[src/rtl/rom_search_master.sv]
module rom_search_master #(
  parameter int ID_W = 64
) (
  input  logic            clk,
  input  logic            rst_n,
  input  logic            start,
  output logic            busy,
  output logic            done,
  output logic            last_device,
  output logic            no_device,
  output logic [ID_W-1:0] id_out,
  output logic            slot_req,
  output logic            slot_wr,
  output logic            slot_wbit,
  input  logic            slot_ack,
  input  logic            slot_rbit
);
  localparam int IW = (ID_W > 1) ? $clog2(ID_W) : 1;
  localparam int PW = $clog2(ID_W + 1);

  typedef enum logic [1:0] {ST_IDLE, ST_RB, ST_RC, ST_WR} st_t;

  st_t             st_q;
  logic [IW-1:0]   idx_q;
  logic [ID_W-1:0] id_q;
  logic            bit_q, cmp_q;
  logic [PW-1:0]   ldisc_q, lzero_q;
  logic            done_q, nodev_q, lastdev_q;

  logic [PW-1:0] pos1;
  logic          conflict, conf_dir, dir, last_pos;

  assign pos1     = PW'(idx_q) + PW'(1);
  assign conflict = ~bit_q & ~slot_rbit;
  assign conf_dir = (pos1 < ldisc_q) ? id_q[idx_q] : (pos1 == ldisc_q);
  assign dir      = conflict ? conf_dir : bit_q;
  assign last_pos = (idx_q == IW'(ID_W - 1));

  assign busy        = (st_q != ST_IDLE);
  assign slot_req    = busy;
  assign slot_wr     = (st_q == ST_WR);
  assign slot_wbit   = slot_wr & id_q[idx_q];
  assign done        = done_q;
  assign no_device   = nodev_q;
  assign last_device = lastdev_q;
  assign id_out      = id_q;

  always_ff @(posedge clk or negedge rst_n) begin
    if (!rst_n) begin
      st_q      <= ST_IDLE;
      idx_q     <= '0;
      id_q      <= '0;
      bit_q     <= 1'b0;
      cmp_q     <= 1'b0;
      ldisc_q   <= '0;
      lzero_q   <= '0;
      done_q    <= 1'b0;
      nodev_q   <= 1'b0;
      lastdev_q <= 1'b0;
    end else begin
      done_q <= 1'b0;
      case (st_q)
        ST_IDLE: if (start) begin
          st_q      <= ST_RB;
          idx_q     <= '0;
          lzero_q   <= '0;
          nodev_q   <= 1'b0;
          lastdev_q <= 1'b0;
        end
        ST_RB: if (slot_ack) begin
          bit_q <= slot_rbit;
          st_q  <= ST_RC;
        end
        ST_RC: if (slot_ack) begin
          cmp_q <= slot_rbit;
          if (bit_q & slot_rbit) begin
            st_q    <= ST_IDLE;
            nodev_q <= 1'b1;
            done_q  <= 1'b1;
            ldisc_q <= '0;
          end else begin
            id_q[idx_q] <= dir;
            if (conflict && !dir) lzero_q <= pos1;
            st_q <= ST_WR;
          end
        end
        ST_WR: if (slot_ack) begin
          if (last_pos) begin
            st_q      <= ST_IDLE;
            done_q    <= 1'b1;
            lastdev_q <= (lzero_q == '0);
            ldisc_q   <= lzero_q;
          end else begin
            idx_q <= idx_q + IW'(1);
            st_q  <= ST_RB;
          end
        end
        default: st_q <= ST_IDLE;
      endcase
    end
  end
endmodule

[config.mk]
export PLATFORM = sky130hd
export DESIGN_NAME = rom_search_master
export DESIGN_NICKNAME = d
export VERILOG_FILES = /design/src/rtl/rom_search_master.sv
export SDC_FILE = /design/constraint.sdc
export NUM_CORES = 1
export LEC_CHECK = 0
export BUFFER_PORTS_ARGS = -buffer_cell sky130_fd_sc_hd__buf_4
export CAP_MARGIN = 20
export CORE_MARGIN = 4
export CORE_UTILIZATION = 25
export CTS_BUF_LIST = sky130_fd_sc_hd__clkbuf_8
export DETAILED_ROUTE_END_ITERATION = 16
export HOLD_SLACK_MARGIN = 0.06
export MAX_ROUTING_LAYER = met4
export SETUP_SLACK_MARGIN = 0.2
export SLEW_MARGIN = 10
export SYNTH_ARGS = -nofsm -noshare
export SYNTH_HDL_FRONTEND = slang
export SYNTH_SLANG_ARGS = --single-unit
[constraint.sdc]
create_clock -name clk -period 3.4 [get_ports clk]
set_input_delay 0.68 -clock clk [delete_from_list [all_inputs] [get_ports clk]]
set_output_delay 0.68 -clock clk [all_outputs]
set_load 0.005 [all_outputs]
==> results.py, run 1 <==
metrics = {
    "clock_tree": {
        "path_clk_slew_ns": 0.10,
        "cts_max_level": 3,
        "clkLatencyLatePin_ns": 0.38,
        "clockBufferDepth": 2,
        "ctsHoldBuffers": 0,
        "cts-root-buf": "clkbuf_8",
        "cts.sinks": 90,
        "cts_tree": "built",
        "numCtsBuffers": 9,
    },
    "timing": {
        "period_needed_ns": 3.17,
        "tns_ns": 0,
        "rsz0062_at_grt": "true",
        "relSlewSlack_pct": 42.2,
        "slew_viol_final": 0,
        "finalHoldViolations": 0,
        "fin_crit_sh_pct": 93.3,
        "clock_skew_ns": 0.0176,
        "setup_viol": 0,
        "holdWs_ns": 0.400,
        "max_slew.worst_pin.slew_ns": 0.867,
        "fmax_mhz": 315,
    },
    "finish": {
        "num-fill-cells": 2112,
        "final_core_util_pct": 31.6,
        "drive_gt1_share_pct": 33.3,
        "nNetsFinal": 570,
        "diodes": 0,
        "areaGrowthSynthToFinish_pct": 24.0,
    },
    "die": {
        "rows": 52,
        "die_h_um": 152,
        "io_pins": 76,
        "core-area_sq_um": 20300,
        "dieArea_sq_um": 23000,
        "fp.dieW_um": 152,
        "start_util_pct": 25.5,
    },
    "routing": {
        "drt_pass1_iterations": 5,
        "route.detailed.drc": 0,
        "drtIter0Drc": 361,
        "vias": 4534,
        "wire_per_inst_um": 19.3,
        "via_per_inst": 5.45,
        "wl_um": 16100,
        "ant_nets": 0,
    },
    "critical_path": {
        "critPathTopFamily": "multiplexers",
        "slowest_stage": "mux4_2",
        "cp.arrival_ns": 2.49,
        "critPathMaxFanout": 7,
        "path_buf_inv": 3,
        "critPathKind": "reg -> out",
        "startpoint_type": "flip-flop",
        "max_stage_delay_ns": 0.50,
        "crit_required_ns": 2.72,
        "cp_cell_sequence": "buf_12, buf_6, mux4_2, nor2b_2, o32ai_2, a211oi_2, and2_4, nor2b_1, buf_4",
        "end_kind": "output pin",
    },
    "synth": {
        "synth_edf_count": 0,
        "synth_commonest_cells": "90 x dfrtp_1, 85 x o21ai_0, 44 x o41ai_1",
        "synth_seq_area_share_pct": 43.6,
        "syn-num-nets": 507,
        "ys_top_cells_by_area": "dfrtp_1 44%, o21ai_0 8.2%, o41ai_1 7.5%",
        "synth_top_area_cell": "dfrtp_1",
        "avgSynthCellArea_sq_um": 10.5,
        "synth-seq-cells": 90,
        "syn-cell-area_sq_um": 5170,
        "netlist-cell-type-count": 54,
        "syn_inst": 494,
        "ys.flop_type": "dfrtp_1",
        "synth_top_area_share_pct": 43.6,
        "async_reset_ff_share_pct": 100,
        "yosysMostFrequentCell": "dfrtp_1",
        "ys_warn_count": 0,
    },
    "global_routing": {
        "grt_usage_pct": 14.3,
        "antenna_found_initial": 0,
        "grt_pass1_vias": 4096,
        "gr-total-overflow": 0,
        "grt_pass1_wl_um": 24700,
        "grt_max_degree": 65,
    },
    "run": {
        "max_cap_viol_count": 0,
    },
    "pwr": {
        "p_switching_mw": 1.90,
        "ir_drop_mv": 0.372,
        "power_frac_clock_pct": 17.4,
        "p_leak_nw": 2.83,
        "p_per_area_nw_per_um2": 647,
        "intPower_mw": 2.24,
        "combinationalPowerShare_pct": 50.5,
        "switching_share_pct": 45.9,
        "seqPwrFrac_pct": 32.1,
        "finalPower_mw": 4.15,
    },
    "placement": {
        "place.port_buffers": 75,
        "dpl.hpwl_um": 10300,
        "place_congestion": 0.888,
    },
    "status": {
        "status": "finished, final reports clean",
    },
    "worst_hold_path": {
        "min-delay-path-class": "in -> async",
    },
}
[sequential cells by signal (all words and copies together), names as in the netlist]
name / cells
st_q: 2
done: 1
ldisc_q: 7
id_out: 64
no_device: 1
lzero_q: 7
idx_q: 6
last_device: 1
bit_q: 1
[kinds of logic (layout without fill, tap and decap cells)]
group,Yosys count,count (layout),synth area share (%)
fa+ha+maj,8,8,1.94
mux,23,23,8.11
simple gates,111,111,10.9
xor+xnor,4,4,0.678
compound gates,188,188,28.1
flops,90,90,43.6
buf+inv,70,138,6.73
[metrics by stage]
step	setup WS [ns]	cell area (sq um)	instances
6_report	0.227	6410	832
4_1_cts	0.170	6260	830
3_5_place_dp	0.363	6010	810
5_1_grt	0.126	6410	832
3_3_place_gp	0.411	6010	810
2_1_floorplan	0.134	5170	494
[cells in the final DEF (no fill, tap or decap), types with 4 or more instances in the layout]
cell / n
o21ai_0: 85
nand3_1: 26
o41ai_2: 29
nand2_1: 30
ha_1: 8
o41ai_1: 35
inv_1: 15
o2bb2ai_1: 4
a211oi_1: 5
nor3_1: 4
mux2i_1: 5
nor2b_1: 7
mux4_2: 15
a311o_1: 4
a21oi_1: 5
clkbuf_8: 10
buf_4: 100
nor2_1: 18
dfrtp_1: 88
[repair_timing]
item                                    CTS  global route
setup buffers                             4             1
gates resized for setup                  11            19
endpoints found under the setup margin    1            69
cloned                                    0             1
pin swaps                                 2             2
[final timing paths]
check	start	to	slack (ns)	depth (start not counted)
worst max-delay path	idx_q[0]	slot_wbit	0.23	9
max in group asynchronous	rst_n	id_out[11]	2.23	2
worst max register to register	idx_q[0]	id_out[1]	0.32	13
worst min register to register	id_out[63]	id_out[63]	0.54	2
min in group clk	id_out[63]	id_out[63]	0.54	2
worst min-delay path	rst_n	ldisc_q[6]	0.40	1
[power groups by stage]
stage / clock network [mW] / registers (mW) / logic (mW)
floorplan: 0 / 1.27 / 1.44
global placement: 0 / 1.34 / 1.80
detailed placement: 0 / 1.34 / 1.81
CTS: 0.743 / 1.33 / 1.89
global route: 0.781 / 1.35 / 2.25
finish: 0.721 / 1.33 / 2.09
[layer usage]
metal | vias to the layer above | track usage, % | wire length [um]
li1 | 2042 | - | -
met1 | 2322 | 21.4 | 7740
met2 | 159 | 20.2 | 7360
met3 | 11 | 2.50 | 839
met4 | 0 | 2.83 | 122
met5 | - | - | 0
[layout make-up]
type,count,area [sq um],share of cell area [%]
Multi-Input combinational cell,334,2690,42.0
Sequential cell,90,2250,35.2
Timing Repair Buffer,107,886,13.8
Tap cell,270,338,5.27
Clock buffer,10,138,2.15
Inverter,15,56.3,0.879
Clock inverter,6,46.3,0.723
Power figures use the tool's default switching activity.
==> inputs of run 2 (changes only) <==
--- a/config.mk
+++ b/config.mk
@@ -6,10 +6,10 @@
 export NUM_CORES = 1
 export LEC_CHECK = 0
 export BUFFER_PORTS_ARGS = -buffer_cell sky130_fd_sc_hd__buf_4
-export CAP_MARGIN = 20
+export CAP_MARGIN = 0
 export CORE_MARGIN = 4
 export CORE_UTILIZATION = 25
-export CTS_BUF_LIST = sky130_fd_sc_hd__clkbuf_8
+export CTS_BUF_LIST = sky130_fd_sc_hd__clkbuf_4
 export DETAILED_ROUTE_END_ITERATION = 16
 export HOLD_SLACK_MARGIN = 0.06
 export MAX_ROUTING_LAYER = met4
==> results.py, run 2 (same netlist as run 1, synthesis figures left out) <==
metrics = {
    "critical_path": {
        "startpoint_type": "flip-flop",
        "critPathMaxFanout": 7,
        "crit_required_ns": 2.72,
        "critPathKind": "reg -> out",
        "startpoint": "idx_q[0]",
        "cp.arrival_ns": 2.61,
        "end_kind": "output pin",
        "rr_startpoint": "idx_q[0]",
    },
    "die": {
        "core-area_sq_um": 20300,
        "start_util_pct": 25.5,
        "rows": 52,
        "die_h_um": 152,
        "fp.dieW_um": 152,
        "dieArea_sq_um": 23000,
        "io_pins": 76,
    },
    "global_routing": {
        "grt_usage_pct": 14.2,
        "antenna_found_initial": 0,
        "grt_pass1_wl_um": 24700,
        "gr-total-overflow": 0,
        "grt_max_degree": 65,
        "grt_pass1_vias": 4090,
    },
    "routing": {
        "drt_pass1_iterations": 5,
        "wl_um": 16100,
        "ant_nets": 0,
        "wire_per_inst_um": 19.3,
        "vias": 4513,
        "route.detailed.drc": 0,
        "via_per_inst": 5.42,
        "drtIter0Drc": 415,
    },
    "status": {
        "status": "finished, final reports clean",
    },
    "pwr": {
        "p_per_area_nw_per_um2": 629,
        "p_switching_mw": 1.85,
        "switching_share_pct": 46.8,
        "combinationalPowerShare_pct": 52.1,
        "power_frac_clock_pct": 14.3,
        "intPower_mw": 2.10,
        "seqPwrFrac_pct": 33.7,
        "ir_drop_mv": 0.424,
        "p_leak_nw": 2.76,
    },
    "placement": {
        "place.port_buffers": 75,
        "place_congestion": 0.888,
        "dpl.hpwl_um": 10300,
    },
    "clock_tree": {
        "numCtsBuffers": 9,
        "cts.sinks": 90,
        "clockBufferDepth": 2,
        "clkLatencyLatePin_ns": 0.47,
        "cts_max_level": 3,
        "cts-root-buf": "clkbuf_4",
        "cts_tree": "built",
        "path_clk_slew_ns": 0.15,
    },
    "finish": {
        "nNetsFinal": 570,
        "final_common_cell": "buf_4",
        "regArea_sq_um": 2250,
        "num-fill-cells": 2124,
        "multi_input_area_sq_um": 2630,
        "diodes": 0,
        "final_core_util_pct": 31.0,
        "areaGrowthSynthToFinish_pct": 21.6,
        "final_cell_mix": "100 x buf_4, 89 x dfrtp_1, 85 x o21ai_0",
        "largest_reg_flops": 64,
        "drive_gt1_share_pct": 31.7,
    },
    "timing": {
        "slew_viol_final": 0,
        "period_needed_ns": 3.29,
        "fin_crit_sh_pct": 96.8,
        "clock_skew_ns": 0.0301,
        "rsz0062_at_grt": "true",
        "tns_ns": 0,
        "fmax_mhz": 304,
        "finalHoldViolations": 0,
        "relSlewSlack_pct": 42.7,
        "max_slew.worst_pin.slew_ns": 0.859,
        "setup_viol": 0,
    },
    "run": {
        "max_cap_viol_count": 0,
    },
    "worst_hold_path": {
        "min-delay-path-class": "in -> async",
    },
}
-- run 2: area by class of cell --
cell class                 count  area share [%]
timing repair buffer         107            14.1
inverter                      15           0.896
tap                          270            5.38
sequential                    90            35.9
multi-input combinational    334            41.9
clock buffer                   9            1.08
clock inverter                 7           0.796
-- run 2: metrics by stage --
step / setup slack, ns / hold slack [ns] / total power, mW / std cells / area, sq um
global placement: 0.411 / 0.526 / 3.14 / 810 / 6010
global route: 0.00810 / 0.336 / 4.19 / 832 / 6280
finish: 0.108 / 0.291 / 3.95 / 832 / 6280
floorplan: 0.134 / 0.384 / 2.72 / 494 / 5170
CTS: 0.0581 / 0.307 / 3.80 / 830 / 6200
detailed placement: 0.363 / 0.522 / 3.15 / 810 / 6010
-- run 2: path summary, 6_finish.rpt --
path | slack [ns] | cells after the start | to
worst min register to register | 0.56 | 2 | id_out[58]
worst max-delay path | 0.11 | 9 | slot_wbit
worst max register to register | 0.27 | 13 | id_out[59]
max in group asynchronous | 2.35 | 2 | id_out[11]
worst min-delay path | 0.29 | 1 | done
min in group clk | 0.47 | 2 | st_q[1]
-- run 2: critical path, stage by stage, from the launching register on --
cell and delay (ns):
dfrtp_2 0.45, buf_12 0.15, buf_6 0.09, mux4_2 0.50, nor2b_2 0.14, o32ai_2 0.08
a211oi_2 0.33, and2_4 0.22, nor2b_1 0.05, buf_4 0.13
-- run 2: metal layers --
layer	vias to the layer above	wire length [um]	track usage [%]
met4	0	106	2.47
met1	2284	7780	21.5
met2	172	7350	20.3
li1	2049	-	-
met5	-	0	-
met3	8	813	2.38
-- run 2: power by group through the flow --
stage / Clock (mW) / Sequential, mW / Combinational [mW]
after global routing: 0.620 / 1.35 / 2.22
after global placement: 0 / 1.34 / 1.80
after CTS: 0.583 / 1.33 / 1.89
final: 0.564 / 1.33 / 2.06
after floorplan: 0 / 1.27 / 1.44
after detailed placement: 0 / 1.34 / 1.81
-- run 2: repair_timing --
item | CTS | global route
pin swaps | 2 | 2
hold buffers | 0 | 0
cloned | 0 | 1
resized for setup | 11 | 10
endpoints found under the setup margin | 1 | 63
setup buffers | 4 | 1
==> inputs of run 3 (changes only) <==
--- a/config.mk
+++ b/config.mk
@@ -5,6 +5,7 @@
 export SDC_FILE = /design/constraint.sdc
 export NUM_CORES = 1
 export LEC_CHECK = 0
+export ABC_AREA = 1
 export BUFFER_PORTS_ARGS = -buffer_cell sky130_fd_sc_hd__buf_4
 export CAP_MARGIN = 0
 export CORE_MARGIN = 4
==> results.py, run 3 <==
metrics = {
    "synth": {
        "ys.flop_type": "dfrtp_1",
        "synth_top_area_share_pct": 44.6,
        "synth_commonest_cells": "191 x nand2_1, 110 x inv_1, 90 x dfrtp_1",
        "synth_seq_area_share_pct": 44.6,
        "syn_inst": 699,
        "ys_warn_count": 0,
        "synth_top_area_cell": "dfrtp_1",
        "netlist-cell-type-count": 29,
        "synth-seq-cells": 90,
        "syn-cell-area_sq_um": 5050,
        "avgSynthCellArea_sq_um": 7.23,
        "yosysMostFrequentCell": "nand2_1",
        "ys_top_cells_by_area": "dfrtp_1 45%, nand2_1 14%, inv_1 8.2%",
        "syn-num-nets": 712,
        "synth_edf_count": 0,
        "async_reset_ff_share_pct": 100,
    },
    "routing": {
        "route.detailed.drc": 0,
        "drt_pass1_iterations": 7,
        "drtIter0Drc": 428,
        "wire_per_inst_um": 15.0,
        "ant_nets": 0,
        "wl_um": 15800,
        "vias": 4700,
        "via_per_inst": 4.47,
    },
    "pwr": {
        "p_switching_mw": 2.51,
        "ir_drop_mv": 0.295,
        "power_frac_clock_pct": 11.3,
        "combinationalPowerShare_pct": 58.7,
        "seqPwrFrac_pct": 30.0,
        "intPower_mw": 2.33,
        "p_leak_nw": 2.87,
        "p_per_area_nw_per_um2": 801,
        "switching_share_pct": 51.9,
    },
    "clock_tree": {
        "cts.sinks": 90,
        "path_clk_slew_ns": 0.14,
        "cts_max_level": 3,
        "cts_tree": "built",
        "clockBufferDepth": 2,
        "ctsHoldBuffers": 0,
        "clkLatencyLatePin_ns": 0.50,
        "numCtsBuffers": 9,
        "cts-root-buf": "clkbuf_4",
    },
    "finish": {
        "largest_reg_flops": 64,
        "areaGrowthSynthToFinish_pct": 19.8,
        "nNetsFinal": 793,
        "final_common_cell": "nand2_1",
        "final_cell_mix": "191 x nand2_1, 110 x inv_1, 88 x dfrtp_1",
        "drive_gt1_share_pct": 15.6,
        "num-fill-cells": 2211,
    },
    "timing": {
        "period_needed_ns": 3.07,
        "fmax_mhz": 326,
        "relSlewSlack_pct": 50.0,
        "clock_skew_ns": 0.0286,
        "max_slew.worst_pin.slew_ns": 0.748,
        "rsz0062_at_grt": "false",
        "finalHoldViolations": 0,
        "slew_viol_final": 0,
        "setup_viol": 0,
        "tns_ns": 0,
        "holdWs_ns": 0.158,
        "fin_crit_sh_pct": 90.3,
        "fin_ws_ns": 0.331,
    },
    "critical_path": {
        "cp_cell_sequence": "inv_2, nor2_2, nand3_1, nand2_1, o21ai_1, nand2_1, nor2_1, a21oi_1, buf_4",
        "critPathKind": "reg -> out",
        "crit_required_ns": 2.72,
        "startpoint_type": "flip-flop",
        "end_kind": "output pin",
        "max_stage_delay_ns": 0.44,
        "cpMostUsedCell": "nand2_1",
        "cp.arrival_ns": 2.39,
        "slowest_stage": "dfrtp_1",
        "critPathMaxFanout": 9,
    },
    "status": {
        "status": "finished, final reports clean",
    },
    "die": {
        "dieArea_sq_um": 22600,
        "start_util_pct": 25.7,
        "core-area_sq_um": 19700,
        "fp.dieW_um": 150,
        "io_pins": 76,
        "die_h_um": 150,
        "rows": 51,
    },
    "placement": {
        "place_congestion": 0.889,
        "pre_cts_ws_ns": 0.360,
        "place.port_buffers": 75,
        "dpl.hpwl_um": 11500,
    },
    "global_routing": {
        "antenna_found_initial": 2,
        "grt_max_degree": 47,
        "grt_usage_pct": 14.8,
        "grt_pass1_vias": 4486,
        "grt_pass1_wl_um": 24900,
        "gr-total-overflow": 0,
    },
    "worst_hold_path": {
        "min-delay-path-class": "in -> async",
    },
    "run": {
        "max_cap_viol_count": 0,
    },
}
==> run 3: worst paths after layout <==
kind,start,to,slack (ns),cells after the start
min in group clk,slot_rbit,bit_q,0.49,3
hold reg to reg,lzero_q[1],lzero_q[1],0.51,2
hold / removal,rst_n,ldisc_q[0],0.16,1
setup reg to reg,idx_q[0],id_out[10],0.51,15
setup / recovery,idx_q[2],slot_wbit,0.33,9
max in group asynchronous,rst_n,id_out[6],2.56,2
==> run 3: through the flow <==
stage	cell area (sq um)	util, %	cells	power [mW]
CTS	5960	30.3	1043	4.65
global placement	5860	29.8	1028	4.08
global route	6050	30.8	1051	5.26
floorplan	5050	-	699	3.35
finish	6050	30.8	1051	4.85
detailed placement	5860	29.8	1028	4.09
==> run 3: per-layer routing <==
layer / vias up / track usage [%] / wire length, um
met5: - / - / 0
met1: 2135 / 21.0 / 7520
li1: 2379 / - / -
met3: 28 / 2.80 / 1090
met4: 0 / 5.31 / 288
met2: 158 / 21.1 / 6910
==> run 3: area by class of cell <==
class                           count  area, sq um  share of cell area (%)
Sequential cell                    90         2250                    37.3
Multi-Input combinational cell    473         2220                    36.7
Timing Repair Buffer               89          688                    11.4
Inverter                          117          447                    7.38
Tap cell                          265          332                    5.48
Clock buffer                       12         90.1                    1.49
Clock inverter                      3         17.5                   0.289
Antenna cell                        2         5.00                  0.0827
==> run 3: logic make-up (layout without fill, tap and decap cells) <==
group                      Yosys count  in the layout  share of synthesized area, %
AOI/OAI and AO/OA                   92             92                          9.43
adders and majority gates            8              8                          1.98
buffers and inverters              137            221                          12.2
other                                0              2                             0
xor gates and xnor gates             1              1                         0.173
DFF                                 90             90                          44.6
muxes                                8              8                          1.58
and+or+nand+nor                    363            364                          30.1
==> run 3: critical path, delay by kind of cell, from the launching register on <==
| kind | cells | cell delay, ns |
|---|---|---|
| simple gates | 5 | 0.88 |
| compound gates | 2 | 0.33 |
| buf+inv | 2 | 0.24 |
| flops | 1 | 0.44 |
==> run 3: power by group through the flow <==
| stage | Clock (mW) | Sequential (mW) | Combinational [mW] |
|---|---|---|---|
| detailed placement | 0 | 1.49 | 2.60 |
| global route | 0.615 | 1.49 | 3.16 |
| global placement | 0 | 1.49 | 2.59 |
| finish | 0.547 | 1.46 | 2.84 |
| CTS | 0.565 | 1.47 | 2.62 |
| floorplan | 0 | 1.46 | 1.89 |
==> run 3: timing repair <==
item	4_1_cts	5_1_grt
setup endpoints to repair	0	46
gates resized for setup	0	8
endpoints found under the hold margin	0	0
buffers inserted	0	5
